--- src/rtl/rgbtx_pkg.sv ---
package rgbtx_pkg;
  typedef enum logic [1:0] {
    ST_IDLE = 2'd0,
    ST_SEND = 2'd1,
    ST_GAP  = 2'd2
  } tx_state_t;
endpackage

--- src/rtl/rgbtx_fifo.sv ---
module rgbtx_fifo #(
  parameter int DATA_W = 8,
  parameter int DEPTH  = 4
) (
  input  logic              clk,
  input  logic              rst,
  input  logic              wr_en,
  input  logic [DATA_W-1:0] wr_data,
  input  logic              rd_en,
  output logic [DATA_W-1:0] rd_data,
  output logic              empty,
  output logic              full,
  output logic [$clog2(DEPTH+1)-1:0] level
);
  localparam int AW = (DEPTH > 1) ? $clog2(DEPTH) : 1;
  localparam int CW = $clog2(DEPTH+1);

  logic [DATA_W-1:0] mem [DEPTH];
  logic [AW-1:0]     wp, rp, wp_nxt, rp_nxt;
  logic [CW-1:0]     cnt;
  logic              push, pop;

  assign empty = (cnt == '0);
  assign full  = (cnt == CW'(DEPTH));
  assign level = cnt;
  assign push  = wr_en && !full;
  assign pop   = rd_en && !empty;

  generate
    if ((DEPTH & (DEPTH - 1)) == 0) begin : g_pow2_wrap
      assign wp_nxt = wp + 1'b1;
      assign rp_nxt = rp + 1'b1;
    end else begin : g_cmp_wrap
      assign wp_nxt = (wp == AW'(DEPTH-1)) ? '0 : wp + 1'b1;
      assign rp_nxt = (rp == AW'(DEPTH-1)) ? '0 : rp + 1'b1;
    end
  endgenerate

  always_ff @(posedge clk) begin
    if (push) mem[wp] <= wr_data;
  end

  assign rd_data = mem[rp];

  always_ff @(posedge clk) begin
    if (rst) begin
      wp  <= '0;
      rp  <= '0;
      cnt <= '0;
    end else begin
      if (push) wp <= wp_nxt;
      if (pop)  rp <= rp_nxt;
      case ({push, pop})
        2'b10:   cnt <= cnt + 1'b1;
        2'b01:   cnt <= cnt - 1'b1;
        default: cnt <= cnt;
      endcase
    end
  end
endmodule

--- src/rtl/rgbtx_bit_timer.sv ---
module rgbtx_bit_timer #(
  parameter int PERIOD = 60,
  parameter int T0H    = 19,
  parameter int T1H    = 38
) (
  input  logic clk,
  input  logic rst,
  input  logic run,
  input  logic bit_val,
  output logic bit_end,
  output logic drive_hi
);
  localparam int CNTW = $clog2(PERIOD);

  logic [CNTW-1:0] cnt;
  logic            hi_zero, hi_one;

  // two compare outputs from one counter; the data bit picks one
  assign hi_zero  = (cnt < CNTW'(T0H));
  assign hi_one   = (cnt < CNTW'(T1H));
  assign drive_hi = run && (bit_val ? hi_one : hi_zero);
  assign bit_end  = run && (cnt == CNTW'(PERIOD-1));

  always_ff @(posedge clk) begin
    if (rst || !run)   cnt <= '0;
    else if (bit_end)  cnt <= '0;
    else               cnt <= cnt + 1'b1;
  end
endmodule

--- src/rtl/rgb_stream_tx.sv ---
module rgb_stream_tx #(
  parameter int DATA_W        = 8,
  parameter int DEPTH         = 4,
  parameter int BYTES_PER_DEV = 3,
  parameter int PERIOD        = 60,
  parameter int T0H           = 19,
  parameter int T1H           = 38,
  parameter int GAP           = 2500
) (
  input  logic              clk,
  input  logic              rst,
  input  logic              wr_en,
  input  logic [DATA_W-1:0] wr_data,
  output logic              full,
  output logic              refill_req,
  output logic              busy,
  output logic              led_out
);
  import rgbtx_pkg::*;

  localparam int BW  = $clog2(DATA_W);
  localparam int CW  = $clog2(DEPTH+1);
  localparam int GW  = $clog2(GAP);

  tx_state_t         st;
  logic [DATA_W-1:0] sh;
  logic [BW-1:0]     bits_left;
  logic [GW-1:0]     gcnt;
  logic              led_q;

  logic [DATA_W-1:0] rd_data;
  logic              empty, pop;
  logic [CW-1:0]     fifo_level;
  logic              bit_end, drive_hi;

  rgbtx_fifo #(.DATA_W(DATA_W), .DEPTH(DEPTH)) u_fifo (
    .clk(clk), .rst(rst), .wr_en(wr_en), .wr_data(wr_data),
    .rd_en(pop), .rd_data(rd_data), .empty(empty), .full(full),
    .level(fifo_level)
  );

  rgbtx_bit_timer #(.PERIOD(PERIOD), .T0H(T0H), .T1H(T1H)) u_timer (
    .clk(clk), .rst(rst), .run(st == ST_SEND), .bit_val(sh[DATA_W-1]),
    .bit_end(bit_end), .drive_hi(drive_hi)
  );

  always_comb begin
    pop = 1'b0;
    case (st)
      ST_IDLE: pop = !empty;
      ST_SEND: pop = bit_end && (bits_left == '0) && !empty;
      default: pop = 1'b0;
    endcase
  end

  always_ff @(posedge clk) begin
    if (rst) begin
      st        <= ST_IDLE;
      sh        <= '0;
      bits_left <= '0;
      gcnt      <= '0;
      led_q     <= 1'b0;
    end else begin
      led_q <= drive_hi;
      case (st)
        ST_IDLE: begin
          if (!empty) begin
            sh        <= rd_data;
            bits_left <= BW'(DATA_W-1);
            st        <= ST_SEND;
          end
        end
        ST_SEND: begin
          if (bit_end) begin
            if (bits_left != '0) begin
              sh        <= sh << 1;
              bits_left <= bits_left - 1'b1;
            end else if (!empty) begin
              sh        <= rd_data;
              bits_left <= BW'(DATA_W-1);
            end else begin
              gcnt <= '0;
              st   <= ST_GAP;
            end
          end
        end
        ST_GAP: begin
          if (gcnt == GW'(GAP-1)) st   <= ST_IDLE;
          else                    gcnt <= gcnt + 1'b1;
        end
        default: st <= ST_IDLE;
      endcase
    end
  end

  assign led_out    = led_q;
  assign busy       = (st != ST_IDLE);
  assign refill_req = (st == ST_SEND) &&
                      (fifo_level <= CW'(DEPTH-BYTES_PER_DEV));
endmodule

--- config.mk ---
export PLATFORM = sky130hd
export DESIGN_NAME = rgb_stream_tx
export DESIGN_NICKNAME = d
export VERILOG_FILES = /design/src/rtl/rgbtx_pkg.sv /design/src/rtl/rgbtx_fifo.sv /design/src/rtl/rgbtx_bit_timer.sv /design/src/rtl/rgb_stream_tx.sv
export SDC_FILE = /design/constraint.sdc
export NUM_CORES = 1
export LEC_CHECK = 0
export BUFFER_PORTS_ARGS = -buffer_cell sky130_fd_sc_hd__buf_2
export CAP_MARGIN = 20
export CORE_MARGIN = 5
export CORE_UTILIZATION = 60
export DETAILED_ROUTE_END_ITERATION = 8
export PLACE_DENSITY = 0.87
export SKIP_CTS_REPAIR_TIMING = 1
export SYNTH_ARGS = -nofsm -noshare
export SYNTH_HDL_FRONTEND = slang
export SYNTH_HIERARCHICAL = 1
export SYNTH_SLANG_ARGS = --single-unit
export TNS_END_PERCENT = 20
--- constraint.sdc ---
create_clock -name clk -period 3.35 [get_ports clk]
set_input_delay 0.1675 -clock clk [delete_from_list [all_inputs] [get_ports clk]]
set_output_delay 0.1675 -clock clk [all_outputs]
set_load 0.02 [all_outputs]
==> impl_metrics.json, run 1 <==
{
  "critPathLaunchType": "flop",
  "final.min_clock_period_ns": 3.10,
  "arrival_ns": 3.37,
  "synth_simple_gate_area_share_pct": 15.6,
  "setup_viol": 0,
  "grt_usage_pct": 17.5,
  "slew_headroom_pct": 61.6,
  "synth_seq_area_share_pct": 55.9,
  "synth_top_area_share_pct": 30.1,
  "powerDensity_nw_per_um2": 702,
  "cap_violations": 0,
  "dpl_cell_area_um2": 3330,
  "crit_path_end_kind": "flop",
  "die_w_um": 82.9,
  "fin_setup_tns_ns": 0,
  "n_antenna_cell": 0,
  "synth_ff_type": "dfxtp_1",
  "setup.worst_path.class": "flop to flop",
  "drc": 0,
  "holdWs_ns": 0.0320,
  "drt_iter0_markers": 104,
  "path_clk_slew_ns": 0.08,
  "ant_nets": 0,
  "htree_levels": 3,
  "gp_congestion": 0.779,
  "syn_avg_cell_area_um2": 11.8,
  "skew_ns": 0.00841,
  "fillers": 391,
  "syn_inst": 271,
  "synth_top_cell_by_area": "edfxtp_1",
  "fin_area_um2": 3500,
  "viasPerCell": 5.70,
  "drt_first_pass_iters": 4,
  "gr-total-overflow": 0,
  "synth_top_family_by_area": "simple AND/OR/NAND/NOR gates",
  "synth.area.top_cells": "edfxtp_1, dfxtp_1, mux4_2",
  "clock_path_buffers": 2,
  "drv_slew": 0,
  "dr_total_vias": 2086,
  "synth_edf_count": 32,
  "core_um2": 5140,
  "grt_pass1_wl_um": 9460,
  "antenna_found_initial": 0,
  "synth_async_sr_flop_share_pct": 0,
  "regArea_um2": 1780,
  "cts_tree": "yes",
  "status": "complete, no violations",
  "p_leak_nw": 1.27,
  "cts_root_buffer": "clkbuf_8",
  "dp_hpwl_um": 4000,
  "drive_above_1_share_pct": 19.9,
  "total_power_mw": 2.46,
  "cp.required_ns": 3.62,
  "area_growth_pct": 9.89,
  "synth_area_um2": 3190,
  "rsz0062_at_grt": "false",
  "hold_viol": 0,
  "synth_seq_cells": 73,
  "synthTopCellsByCount": "dfxtp_1, edfxtp_1, nor2_1, inv_1, nand2_1",
  "rows": 26,
  "syn_nets": 293,
  "die_h_um": 82.9,
  "io_buffers": 14,
  "grt_pass1_vias": 2064,
  "yosysMostFrequentCell": "dfxtp_1",
  "wl_per_cell_um": 15.3,
  "initial_core_util_pct": 62.0,
  "worstMarginPinSlew_ns": 0.574,
  "ir_worst_vdd_v": 0.000468,
  "io_pins": 15,
  "yosysWarningCount": 6,
  "min_period_over_period_pct": 92.5,
  "r2r_slack_ns": 0.25,
  "holdCritPathClass": "primary input to flop",
  "final_util_pct": 68.2,
  "numCtsBuffers": 9,
  "yosysUniqueCellTypes": 51,
  "synth-xor-area-share_pct": 3.84,
  "grt_start_max_net_pins": 27,
  "clkSinkCount": 73,
  "design.die.area_um2": 6870,
  "max_clock_freq_mhz": 323,
  "clk_latency_ns": 0.35,
  "synthAdderAreaFrac_pct": 4.55,
  "wirelength_um": 5610,
  "synth-compound-area-share_pct": 10.4,
  "crit_fanout": 9,
  "layout.nets": 313,
  "multi_input_area_um2": 1300,
  "synthMuxAreaShare_pct": 6.28
}
-- registers in the layout, indices dropped and copies added (netlist names), named ones only --
name	count
u_fifo/mem	32
gcnt	12
sh	8
u_timer/cnt	6
bits_left	3
u_fifo/level	3
st	2
u_fifo/rp	2
u_fifo/wp	2
led_out	1
-- worst paths after layout --
path | startpoint | endpoint | cells after the start
min reg2reg | bits_left[1]$_SDFFE_PP0P_ | bits_left[1]$_SDFFE_PP0P_ | 1
max | st[1]$_SDFFE_PP0P_ | u_fifo/level[2]$_SDFFE_PP0P_ | 16
max reg2reg | st[1]$_SDFFE_PP0P_ | u_fifo/level[2]$_SDFFE_PP0P_ | 16
min | wr_data[5] | u_fifo/mem[3][5]$_DFFE_PP_ | 1
-- report_power, final --
part	internal (mW)	switching (mW)	leakage, nW	total [mW]
registers	1.06	0.118	0.628	1.18
clock network	0.272	0.334	0.0799	0.605
logic	0.296	0.384	0.566	0.680
-- routing by layer --
metal	part of all wire, %	up-vias	track usage (%)
met1	42	1009	20.1
met5	0	-	0
met2	51	49	30.0
met3	4.8	9	6.34
li1	-	1019	-
met4	1.7	0	6.39
-- per-stage QoR --
step	instances	setup WS, ns
final	366	0.250
after global routing	366	0.0230
after CTS	366	0.273
after detailed placement	350	0.306
after global placement	350	0.433
after floorplan	271	0.510
-- kinds of logic after synthesis --
kind of cell | Yosys count
mux | 10
xor+xnor | 14
simple gates | 92
compound gates | 43
buf+inv | 28
flops | 73
fa+ha+maj | 11
-- critical path, cell delays in order, from the launching register on --
cell      delay [ns]
dfxtp_1         0.40
nand2b_2        0.27
inv_2           0.14
nand4b_1        0.16
nor2_1          0.16
nand3b_1        0.09
nand2_1         0.10
nand2_1         0.15
inv_1           0.14
o31ai_2         0.09
inv_1           0.08
ha_1            0.20
inv_1           0.07
fa_1            0.38
xor2_1          0.16
or3_1           0.31
a21oi_1         0.14
-- final cells by class --
| type | count | share of cell area, % |
|---|---|---|
| clock inverter | 7 | 1.50 |
| multi-input combinational | 170 | 37.1 |
| clock buffer | 9 | 3.53 |
| sequential | 73 | 50.8 |
| timing repair buffer | 15 | 2.21 |
| inverter | 22 | 2.36 |
| tap | 70 | 2.50 |
-- cell usage in the layout, fill, tap and decap left out, types with 8 or more instances in the layout --
cell type and instances:
buf_2 14, mux4_2 8, inv_1 21, edfxtp_1 32, a21oi_1 13, ha_1 10
dfxtp_1 41, nor2_1 26, clkbuf_8 9, nor3_1 9, nand2_1 14
(Power assumes the default switching activity.)
==> run 2: changes to the inputs <==
clock period = 3.2 ns   (was 3.35 ns; I/O delays follow)
==> run 2 against run 1 <==
Combinational power increased by 7.8%; clock-buffer cell count unchanged; first-iteration DRC count increased by 25%; setup slack improved by 0.091 ns; total power increased by 5.8%; final cell count increased by 0.82%; largest cell class unchanged.
==> impl_metrics.json, run 2 (synthesis results as in run 1) <==
{
  "layout_common_cells": "dfxtp_1, edfxtp_1, nor2_1",
  "max_clock_freq_mhz": 350,
  "ir_worst_vdd_v": 0.000445,
  "viasPerCell": 5.72,
  "min_period_over_period_pct": 89.4,
  "io_pins": 15,
  "dr_total_vias": 2112,
  "timing.final.ws_setup_ns": 0.341,
  "fin_area_um2": 3530,
  "grt_start_max_net_pins": 27,
  "regMostFlops": "u_fifo/mem",
  "holdCritPathClass": "primary input to flop",
  "design.die.area_um2": 6870,
  "clkSinkCount": 73,
  "grt_pass1_vias": 1994,
  "drt_iter0_markers": 130,
  "hold_viol": 0,
  "fillers": 372,
  "instances_no_fill": 369,
  "setup_viol": 0,
  "largest_register_ffs": 32,
  "initial_core_util_pct": 62.0,
  "ant_nets": 0,
  "powerDensity_nw_per_um2": 737,
  "cap_violations": 0,
  "skew_ns": 0.00558,
  "clock_path_buffers": 2,
  "crit_family": "simple AND/OR/NAND/NOR gates",
  "die_w_um": 82.9,
  "critPathLaunchType": "flop",
  "layout.nets": 316,
  "dp_slack_ns": 0.170,
  "drive_above_1_share_pct": 21.7,
  "holdWs_ns": 0.0192,
  "status": "complete, no violations",
  "n_antenna_cell": 0,
  "worstMarginPinSlew_ns": 0.610,
  "crit_fanout": 8,
  "final_common_cell": "dfxtp_1",
  "clk_latency_ns": 0.35,
  "setup.worst_path.class": "flop to flop",
  "p_leak_nw": 1.29,
  "drc": 0,
  "area_growth_pct": 10.8,
  "core_um2": 5140,
  "worst_r2r_endpoint": "u_fifo/level[2]$_SDFFE_PP0P_",
  "antenna_found_initial": 0,
  "slew_headroom_pct": 59.2,
  "rsz0062_at_grt": "false",
  "wl_per_cell_um": 15.0,
  "path_clk_slew_ns": 0.08,
  "die_h_um": 82.9,
  "drv_slew": 0,
  "cts_root_buffer": "clkbuf_8",
  "placedCellCount": 351,
  "io_buffers": 14,
  "gr-total-overflow": 0,
  "total_power_mw": 2.60,
  "critPathBufInv": 4,
  "cts_tree": "yes",
  "dpl_cell_area_um2": 3330,
  "arrival_ns": 3.14,
  "multi_input_area_um2": 1300,
  "cp.required_ns": 3.48,
  "grt_usage_pct": 16.8,
  "r2r_slack_ns": 0.34,
  "final.min_clock_period_ns": 2.86,
  "reg.largest.list": "u_fifo/mem x32, gcnt x12, sh x8",
  "grt_pass1_wl_um": 9120,
  "critical_path.startpoint": "st[0]$_SDFFE_PP0P_",
  "rows": 26,
  "final_util_pct": 68.7,
  "gp_congestion": 0.798,
  "numCtsBuffers": 9,
  "htree_levels": 3,
  "path_depth": 16,
  "crit_path_end_kind": "flop",
  "regArea_um2": 1780,
  "reg2reg_from": "st[0]$_SDFFE_PP0P_",
  "crit_end": "u_fifo/level[2]$_SDFFE_PP0P_",
  "cp_cell_sequence": "nand2b_1, inv_2, nand4b_1, nor2_2, nand3b_1, nand2_1, nand2_2, inv_2, o31ai_2, inv_1, ha_1, inv_1, fa_1, xor2_1, or3_1, a21oi_1",
  "critical_path.max_stage_delay_ns": 0.40,
  "drt_first_pass_iters": 4,
  "wirelength_um": 5520,
  "dp_hpwl_um": 3770,
  "r2r_cells": 16,
  "cp_slowest_cell": "dfxtp_2",
  "fin_setup_tns_ns": 0
}
run 2: cell types whose count changed in the layout (fill, tap and decap cells not counted), sizes merged:
| cell | before | now |
|---|---|---|
| buf | 15 | 18 |
run 2: cell type report:
| type | count | share of cell area, % |
|---|---|---|
| clock inverters | 7 | 1.56 |
| inverters | 22 | 2.34 |
| repair buffers | 18 | 2.83 |
| well taps | 70 | 2.48 |
| multi-input cells | 170 | 36.8 |
| flip-flops and latches | 73 | 50.5 |
| clock buffers | 9 | 3.51 |
run 2: worst min path at each step:
| stage | from | slack (ns) | end | cells past startpoint |
|---|---|---|---|---|
| finish | wr_data[6] | 0.02 | u_fifo/mem[0][6]$_DFFE_PP_ | 1 |
| CTS | wr_data[4] | 0.0004 | u_fifo/mem[1][4]$_DFFE_PP_ | 1 |
| global placement | wr_data[4] | 0.37 | u_fifo/mem[2][4]$_DFFE_PP_ | 1 |
| global route | wr_data[4] | 0.004 | u_fifo/mem[1][4]$_DFFE_PP_ | 1 |
| floorplan | wr_data[0] | 0.26 | u_fifo/mem[0][0]$_DFFE_PP_ | 0 |
| detailed placement | wr_data[4] | 0.38 | u_fifo/mem[1][4]$_DFFE_PP_ | 1 |
run 2: power breakdown:
group,internal (mW),switching (mW)
Clock,0.287,0.354
Combinational,0.326,0.407
Sequential,1.11,0.122
Total,1.72,0.883
run 2: metal layers:
layer / up-vias / share of wire (%) / track usage, %
li1: 1030 / - / -
met1: 1032 / 42 / 19.1
met2: 40 / 52 / 28.9
met3: 10 / 4.0 / 5.64
met4: 0 / 1.3 / 7.13
met5: - / 0 / 0
